`src/rtl/dnco_pkg.sv`:
```
package dnco_pkg;
   // Decision taken by the slewer at an update tick
   typedef enum logic [1:0] {
      SLEW_HOLD = 2'd0,
      SLEW_UP   = 2'd1,
      SLEW_DOWN = 2'd2,
      SLEW_LAND = 2'd3
   } slew_op_t;

   localparam int unsigned DEF_ACC_W    = 48;
   localparam int unsigned DEF_OFS_W    = 24;
   localparam int unsigned DEF_TICK_DIV = 1000;
endpackage

```
`src/rtl/dnco_clamp.sv`:
```
module dnco_clamp #(
   parameter int unsigned OFS_W = 24
) (
   input  logic             clk,
   input  logic             rst,
   input  logic [OFS_W-1:0] target,
   input  logic [OFS_W-1:0] limit,
   output logic [OFS_W-1:0] clamped
);
   logic signed [OFS_W:0] tgt_x, lim_pos, lim_neg, res_x;

   always_comb begin
      tgt_x   = $signed({target[OFS_W-1], target});
      lim_pos = $signed({1'b0, limit});
      lim_neg = -lim_pos;
      if (tgt_x > lim_pos)      res_x = lim_pos;
      else if (tgt_x < lim_neg) res_x = lim_neg;
      else                      res_x = tgt_x;
      clamped = res_x[OFS_W-1:0];
   end

   logic signed [OFS_W:0] out_x;
   assign out_x = $signed({clamped[OFS_W-1], clamped});


   clamp_range_chk: assert property (@(posedge clk) disable iff (rst)
      (out_x <= $signed({1'b0, limit})) && (out_x >= -$signed({1'b0, limit})));
endmodule

```
`src/rtl/dnco_slew.sv`:
```
module dnco_slew
   import dnco_pkg::*;
#(
   parameter int unsigned OFS_W    = 24,
   parameter int unsigned TICK_DIV = 1000
) (
   input  logic             clk,
   input  logic             rst,
   input  logic [OFS_W-1:0] target,
   input  logic [OFS_W-1:0] step,
   output logic [OFS_W-1:0] ofs
);
   localparam int unsigned CNT_W = (TICK_DIV > 1) ? $clog2(TICK_DIV) : 1;
   localparam int unsigned EXT_W = OFS_W + 2;

   logic tick;

   generate
      if (TICK_DIV == 1) begin : g_tick_every
         assign tick = 1'b1;
      end else begin : g_tick_div
         logic [CNT_W-1:0] cnt;
         always_ff @(posedge clk) begin
            if (rst)                                   cnt <= '0;
            else if (cnt == CNT_W'(TICK_DIV - 1))      cnt <= '0;
            else                                       cnt <= cnt + 1'b1;
         end
         assign tick = (cnt == CNT_W'(TICK_DIV - 1));


         tick_spacing_chk: assert property (@(posedge clk) disable iff (rst)
            tick |=> !tick);
      end
   endgenerate

   logic signed [EXT_W-1:0] ofs_x, tgt_x, step_x, diff;
   slew_op_t                op;
   logic [OFS_W-1:0]        ofs_nxt;

   always_comb begin
      ofs_x  = $signed({{2{ofs[OFS_W-1]}}, ofs});
      tgt_x  = $signed({{2{target[OFS_W-1]}}, target});
      step_x = $signed({2'b00, step});
      diff   = tgt_x - ofs_x;
      if (!tick || step == '0 || diff == '0) op = SLEW_HOLD;
      else if (diff > 0 && diff <= step_x)   op = SLEW_LAND;
      else if (diff < 0 && -diff <= step_x)  op = SLEW_LAND;
      else if (diff > 0)                     op = SLEW_UP;
      else                                   op = SLEW_DOWN;
      case (op)
         SLEW_LAND: ofs_nxt = target;
         SLEW_UP:   ofs_nxt = ofs + step;
         SLEW_DOWN: ofs_nxt = ofs - step;
         default:   ofs_nxt = ofs;
      endcase
   end

   always_ff @(posedge clk) begin
      if (rst) ofs <= '0;
      else     ofs <= ofs_nxt;
   end


   ofs_reset_chk: assert property (@(posedge clk) rst |=> (ofs == '0));


   ofs_tick_only_chk: assert property (@(posedge clk) disable iff (rst)
      !tick |=> $stable(ofs));


   slew_bound_chk: assert property (@(posedge clk) disable iff (rst)
      1'b1 |=> ((ofs_x - $past(ofs_x)) <= $past(step_x)) &&
               (($past(ofs_x) - ofs_x) <= $past(step_x)));


   no_overshoot_chk: assert property (@(posedge clk) disable iff (rst)
      1'b1 |=> (($past(ofs_x) <= $past(tgt_x)) ?
                  (ofs_x >= $past(ofs_x) && ofs_x <= $past(tgt_x)) :
                  (ofs_x <= $past(ofs_x) && ofs_x >= $past(tgt_x))));


   zero_step_hold_chk: assert property (@(posedge clk) disable iff (rst)
      (step == '0) |=> $stable(ofs));
endmodule

```
`src/rtl/dnco_phase_acc.sv`:
```
module dnco_phase_acc #(
   parameter int unsigned ACC_W = 48
) (
   input  logic             clk,
   input  logic             rst,
   input  logic [ACC_W-1:0] inc,
   output logic             clk_out
);
   logic [ACC_W-1:0] acc;

   always_ff @(posedge clk) begin
      if (rst) acc <= '0;
      else     acc <= acc + inc;
   end

   assign clk_out = acc[ACC_W-1];


   acc_reset_chk: assert property (@(posedge clk) rst |=> !clk_out);


   rise_needs_carry_chk: assert property (@(posedge clk) disable iff (rst)
      ($rose(clk_out) && !$past(inc[ACC_W-1])) |->
         (({1'b0, $past(acc[ACC_W-2:0])} + {1'b0, $past(inc[ACC_W-2:0])}) >= {1'b1, {(ACC_W-1){1'b0}}}));
endmodule

```
`src/rtl/doppler_nco.sv`:
```
module doppler_nco
   import dnco_pkg::*;
#(
   parameter int unsigned ACC_W    = DEF_ACC_W,
   parameter int unsigned OFS_W    = DEF_OFS_W,
   parameter int unsigned TICK_DIV = DEF_TICK_DIV
) (
   input  logic             clk,
   input  logic             rst,
   input  logic [ACC_W-1:0] nominal_inc,
   input  logic [OFS_W-1:0] target_ofs,
   input  logic [OFS_W-1:0] slew_step,
   input  logic [OFS_W-1:0] ofs_limit,
   output logic             clk_out,
   output logic [ACC_W-1:0] applied_inc
);
   localparam int unsigned SEXT_W = ACC_W - OFS_W;

   generate
      if (ACC_W < 4) begin : g_bad_acc
         $error("doppler_nco: ACC_W must be at least 4");
      end
      if (OFS_W < 2 || OFS_W >= ACC_W) begin : g_bad_ofs
         $error("doppler_nco: OFS_W must be in [2, ACC_W-1]");
      end
      if (TICK_DIV < 1) begin : g_bad_div
         $error("doppler_nco: TICK_DIV must be at least 1");
      end
   endgenerate

   logic [OFS_W-1:0] tgt_clamped;
   logic [OFS_W-1:0] ofs_now;

   dnco_clamp #(.OFS_W(OFS_W)) u_clamp (
      .clk     (clk),
      .rst     (rst),
      .target  (target_ofs),
      .limit   (ofs_limit),
      .clamped (tgt_clamped)
   );

   dnco_slew #(.OFS_W(OFS_W), .TICK_DIV(TICK_DIV)) u_slew (
      .clk    (clk),
      .rst    (rst),
      .target (tgt_clamped),
      .step   (slew_step),
      .ofs    (ofs_now)
   );

   assign applied_inc = nominal_inc + {{SEXT_W{ofs_now[OFS_W-1]}}, ofs_now};

   dnco_phase_acc #(.ACC_W(ACC_W)) u_acc (
      .clk     (clk),
      .rst     (rst),
      .inc     (applied_inc),
      .clk_out (clk_out)
   );
endmodule

```
`config.mk`:
```
export PLATFORM = sky130hd
export DESIGN_NAME = doppler_nco
export DESIGN_NICKNAME = d
export VERILOG_FILES = /design/src/rtl/dnco_pkg.sv /design/src/rtl/dnco_clamp.sv /design/src/rtl/dnco_slew.sv /design/src/rtl/dnco_phase_acc.sv /design/src/rtl/doppler_nco.sv
export SDC_FILE = /design/constraint.sdc
export NUM_CORES = 1
export LEC_CHECK = 0
export BUFFER_PORTS_ARGS = -buffer_cell sky130_fd_sc_hd__buf_2
export CAP_MARGIN = 30
export CORE_MARGIN = 2
export CORE_UTILIZATION = 35
export DETAILED_ROUTE_END_ITERATION = 10
export GPL_TIMING_DRIVEN = 0
export PLACE_DENSITY = 0.55
export SLEW_MARGIN = 20
export SYNTH_ARGS = -nofsm -noshare
export SYNTH_HDL_FRONTEND = slang
export SYNTH_SLANG_ARGS = --single-unit
```
`constraint.sdc`:
```
create_clock -name clk -period 21.4 [get_ports clk]
set_input_delay 6.42 -clock clk [delete_from_list [all_inputs] [get_ports clk]]
set_output_delay 6.42 -clock clk [all_outputs]
set_load 0.005 [all_outputs]
```
# Word-level counts from Yosys, hierarchy flattened
# Cells that the tools add are included.
[classes] n_mux=7 magnitude_cmp=6 eq_ne=4 addsub=8 n_reduce_logical=9
[ops] cell="adder 48 bit" count=2
[ops] cell="case mux 24 bit (3 select lines)" count=1
[ops] cell="2-to-1 mux 24 bit" count=2
[ops] cell="<= comparator 26 x 25 -> 1 bit" count=1
[ops] cell="zero test 26 bit" count=1
[ops] cell="negator 25 -> 26 bit" count=1
[ops] cell="greater-than comparator 24 x 25 -> 1 bit" count=1
[ops] cell="greater-than comparator 25 x 1 -> 1 bit (second input constant)" count=1
[ops] cell="<= comparator 25 bit" count=1
[ops] cell="less-than comparator 24 x 25 -> 1 bit" count=1
[ops] cell="less-than comparator 25 x 1 -> 1 bit (second input constant)" count=1
[ops] cell="negator 24 -> 25 bit" count=1
[ops] cell="subtractor 24 x 24 -> 25 bit" count=1
[ops] cell="adder 24 bit" count=1
[ops] cell="zero test 24 bit" count=1
[ops] cell="subtractor 24 bit" count=1
[ops] cell="adder 10 x 1 -> 10 bit (second input constant)" count=1
[ops] cell="equality test 10 bit (second input constant)" count=1
[ops] cell="2-to-1 mux 2 bit" count=4
[ops] cell="equality test 2 bit (second input constant)" count=2
[ops] cell="nonzero test 3 bit" count=1
[ops] cell="equality test 2 x 1 -> 1 bit (second input constant)" count=1
[ops] cell="logical AND 1 bit" count=2
[ops] cell="logical OR 1 bit" count=2
[ops] cell="other kinds (2)" count=2
[totals] inputBits=122 regBits=82 output_inout_bits=49 word_cells=37

# Logic depth before layout (Yosys ltp)
[logic_depth] ltp_word=13 ltp_mapped=60 ltp_nobuf=57

# Modules after synthesis
# From an unflattened synthesis, not the netlist that was laid out.
[hier_totals] cells_unflattened=2081 hier_area_um2=15373.5
[modules_own_cells] mod="dnco_slew" instances=1 area_per_inst_um2=5985.7 cells_each=809
[modules_own_cells] mod="dnco_phase_acc" instances=1 area_per_inst_um2=4204.0 cells_each=524
[modules_own_cells] mod="doppler_nco" instances=1 area_per_inst_um2=2778.9 cells_each=394
[modules_own_cells] mod="dnco_clamp" instances=1 area_per_inst_um2=2404.8 cells_each=354

# Worst setup path after synthesis
# Ideal clock, no wire load.
[synth_timing] path_kind="input to register" from="in ofs_limit[0]" to="reg u_slew.ofs[22]" required_time_ps=21333 setup_time_ps=67 path_stages=56 arrival_time_ps=17701 slack_ps=3632 cell_sequence="inv_1 ha_1 nor3b_4 nand3_2 or3_1 buf_6 or3_4 nor3_4 nand2_1 xnor2_1 inv_1 ha_1 a21o_1 a21o_1 a21o_1 a21oi_1 nor2b_1 o21ai_0 [20 not listed] a21o_1 a31oi_1 o31ai_1 ha_1 buf_1 mux2i_1 fa_1 a21o_1 a21oi_1 o21ai_0 a21o_1 a41o_1 o41a_1 a41o_1 o41ai_1 xnor2_1 nand3_1 a21oi_2"
[synth_between] elab_chain_len=13 elab_cells_between_ends=24 classes_between="3 x add/sub; 6 x order compare; 3 x eq/ne; 7 x mux; 5 x reduce/logical"
[synth_rtl] item="start, declared" line_no="doppler_nco.sv:13" source="input logic [OFS_W-1:0] ofs_limit,"
[synth_rtl] item="negator 24 -> 25 bit" line_no="dnco_clamp.sv:15" source="lim_neg = -lim_pos;"
[synth_rtl] item="less-than comparator 24 x 25 -> 1 bit" line_no="dnco_clamp.sv:17" source="else if (tgt_x < lim_neg) res_x = lim_neg;"
[synth_rtl] item="2-to-1 mux 24 bit" line_no="dnco_clamp.sv:17"
[synth_rtl] item="2-to-1 mux 24 bit *" line_no="dnco_clamp.sv:16" source="if (tgt_x > lim_pos) res_x = lim_pos;"
[synth_rtl] item="subtractor 24 x 24 -> 25 bit" line_no="dnco_slew.sv:44" source="diff = tgt_x - ofs_x;"
[synth_rtl] item="negator 25 -> 26 bit" line_no="dnco_slew.sv:47" source="else if (diff < 0 && -diff <= step_x) op = SLEW_LAND;"
[synth_rtl] item="<= comparator 26 x 25 -> 1 bit" line_no="dnco_slew.sv:47"
[synth_rtl] item="logical AND 1 bit" line_no="dnco_slew.sv:47"
[synth_rtl] item="2-to-1 mux 2 bit" line_no="dnco_slew.sv:47"
[synth_rtl] item="2-to-1 mux 2 bit" line_no="dnco_slew.sv:46" source="else if (diff > 0 && diff <= step_x) op = SLEW_LAND;"
[synth_rtl] item="2-to-1 mux 2 bit" line_no="dnco_slew.sv:45" source="if (!tick || step == '0 || diff == '0) op = SLEW_HOLD;"
[synth_rtl] item="equality test 2 bit / equality test 2 x 1 -> 1 bit (equally long branches)" line_no="dnco_slew.sv:50" source="case (op)"
[synth_rtl] item="case mux 24 bit (3 select lines) / nonzero test 3 bit (equally long branches)"
[synth_rtl] item="end signal, assigned" line_no="dnco_slew.sv:60" source="else ofs <= ofs_nxt;"
[synth_rtl] item="end, declared" line_no="dnco_slew.sv:11" source="output logic [OFS_W-1:0] ofs"
# Every way passes the cells marked *; elsewhere a longest branch is shown, timed or not.
# A chain may end at the register's enable or synchronous reset.

# Worst setup path after layout
[layout_timing] from="in ofs_limit[0]" to="reg u_slew.ofs[23]"
# The elaborated chain is that of the path after synthesis.

==> reports/metrics.cfg <==
[die]
fp.dieH_um = 205
rows = 73
start_util_pct = 35.4
pin_count = 171
core_um2 = 39700
dieArea_um2 = 41800
die_x_um = 205

[routing]
drtIter0Drc = 949
drt_first_pass_iters = 6
viasPerCell = 5.55
routed_wl_mm = 45.6
wl_per_cell_um = 17.7
vias = 14300
ant_nets = 0
post-route-drc-count = 0

[setup_path]
r2r_cells = 34
crit_end = u_slew.ofs[23]
crit_path_max_incr_delay_ns = 0.86
path_max_fanout = 10
required_ns = 21.69
slowest_stage = a41oi_1
r2r-end = u_slew.ofs[23]
startpoint = ofs_limit[0]
worstPathArrival_ns = 20.79
cp-start-kind = input port
r2r_start = u_slew.ofs[1]
r2r_setup_slack_ns = 11.72
timing_worst_setup_path_type = input port to register
path_common_cell = ha_1
endpoint_kind = register

[yosys]
synth_edf_count = 0
syn_area_um2 = 14100
ys_types = 84
synthFlopType = dfxtp_1
ys_seq_area_share_pct = 11.7
synth_nets = 2234
yosysWarningCount = 0
synth-async-reset-ratio_pct = 0
synthCells = 1865
synth_seq_cells = 82
avgSynthCellArea_um2 = 7.55

[cts]
htreeDepth = 3
cts_sinks = 82
cts_tree = built
post-cts-setup-buffer-count = 0
clock_latency_ns = 0.36
numCtsBuffers = 9
hold_buffers = 0
path_clk_slew_ns = 0.07
cts_buffer_depth = 2
cts_resized = 0
cts-root-buf = clkbuf_16

[placement]
post-place-ws_ns = 0.798
dp_hpwl_mm = 38.7
gp_congestion = 0.926
port_buffers = 168
dp_cells = 2559

[timing]
worst_pin_slew_ns = 1.01
setup_tns_ns = 0
fin_crit_sh_pct = 95.8
max_freq_ghz = 0.0488
maxSlewHeadroom_pct = 32.0
clock_skew_ns = 0.0131
hold_viol_final = 0
rsz0062_at_grt = false
finalWorstSetupSlack_ns = 0.900
setup_viol = 0
fin_crit_ns = 20.50
drv_slew = 0

[final_layout]
mostFrequentLayoutCells = 243 x ha_1, 171 x buf_2, 166 x a21oi_1
nets = 2414
syn_to_final_growth_pct = 13.0
instances_no_fill = 2579
final_common_cell = ha_1
drive_gt1_share_pct = 11.2

[grt]
grt_pass1_wl_mm = 70.7
grt.total_usage_pct = 21.3
grt_antenna_before_repair = 4
first_global_vias = 13400
grt_overflow = 0
grt_max_degree = 29

[worst_hold_path]
hold_depth = 1
hold_path.class = register to register

[outcome]
status = finished clean

[power_and_ir_drop]
power_mw = 1.04
vdd_drop_max_uv = 32.5
leakagePower_nw = 7.50
p_per_area_nw_per_um2 = 65.6

[run]
drv_cap = 0

[report_power, final]
group | switching, mW | internal, mW | leakage (nW)
Combinational | 0.381 | 0.282 | 6.68
Sequential | 0.0140 | 0.194 | 0.675
Clock | 0.0773 | 0.0949 | 0.146
Total | 0.472 | 0.572 | 7.50
[kinds of logic after synthesis]
logic type      after synthesis  share of synthesized area (%)
compound gates              612                           29.0
xor+xnor                    191                           11.9
fa+ha+maj                   247                           22.2
buf+inv                     167                           4.53
flops                        82                           11.7
mux                          20                           1.45
simple gates                546                           19.3
[registers in the layout (all words and copies together), names as in the netlist]
name,cells
u_acc.acc,48
u_slew.ofs,24
u_slew.g_tick_div.cnt,10
[area by class of cell]
type | count | area [µm²]
Antenna cell | 4 | 10.0
Timing Repair Buffer | 169 | 852
Sequential cell | 82 | 1640
Fill cell | 4246 | 23800
Inverter | 122 | 458
Buffer | 45 | 180
Tap cell | 525 | 657
Multi-Input combinational cell | 1616 | 11800
Clock inverter | 6 | 71.3
Clock buffer | 10 | 239
[layer usage]
layer  share of wire (%)  vias to the layer above  GRT usage (%)
li1                    -                     7276              -
met1                  48                     6643           29.1
met2                  45                      341           35.2
met3                 4.8                       49           2.42
met4                 2.4                        0           6.11
met5                   0                        -              0
[metrics by stage]
step | util (%) | area, µm² | hold WS [ns]
after floorplan | - | 14100 | 0.413
after global placement | 39.2 | 15600 | 0.428
after detailed placement | 39.2 | 15600 | 0.427
after CTS | 40.0 | 15900 | 0.436
after global routing | 40.0 | 15900 | 0.468
final | 40.0 | 15900 | 0.437
[cell usage after synthesis (all sizes together) (17+ instances only)]
master / instances / area (µm²)
o21ai: 96 / 492
nor2: 164 / 616
mux2i: 17 / 170
dfxtp: 82 / 1640
clkbuf: 39 / 146
a21o: 102 / 766
xnor2: 138 / 1210
nand2: 113 / 424
nor2b: 25 / 156
a211oi: 25 / 188
inv: 122 / 458
o21a: 40 / 300
nand4: 33 / 221
a21oi: 168 / 848
nand3: 43 / 220
or3: 23 / 159
xor2: 53 / 464
and2: 19 / 119
nor3: 49 / 272
a31oi: 29 / 181
nand2b: 21 / 131
ha: 243 / 3040
[critical path: cells and delay by family]
family	cells	cell delay [ns]
compound gates	23	6.05
simple gates	12	3.62
fa+ha+maj	7	2.17
buf+inv	6	1.34
mux	2	0.62
xor+xnor	3	0.51
[worst min-delay path by stage]
stage / startpoint / endpoint / slack (ns)
after floorplan: u_slew.g_tick_div.cnt[0] / u_slew.g_tick_div.cnt[0] / 0.41
after global placement: u_slew.g_tick_div.cnt[0] / u_slew.g_tick_div.cnt[0] / 0.43
after detailed placement: u_slew.g_tick_div.cnt[0] / u_slew.g_tick_div.cnt[0] / 0.43
after CTS: u_slew.g_tick_div.cnt[0] / u_slew.g_tick_div.cnt[0] / 0.44
after global routing: u_slew.g_tick_div.cnt[0] / u_slew.g_tick_div.cnt[0] / 0.47
final: u_slew.g_tick_div.cnt[0] / u_slew.g_tick_div.cnt[0] / 0.44
Power figures use the tool's default switching activity.
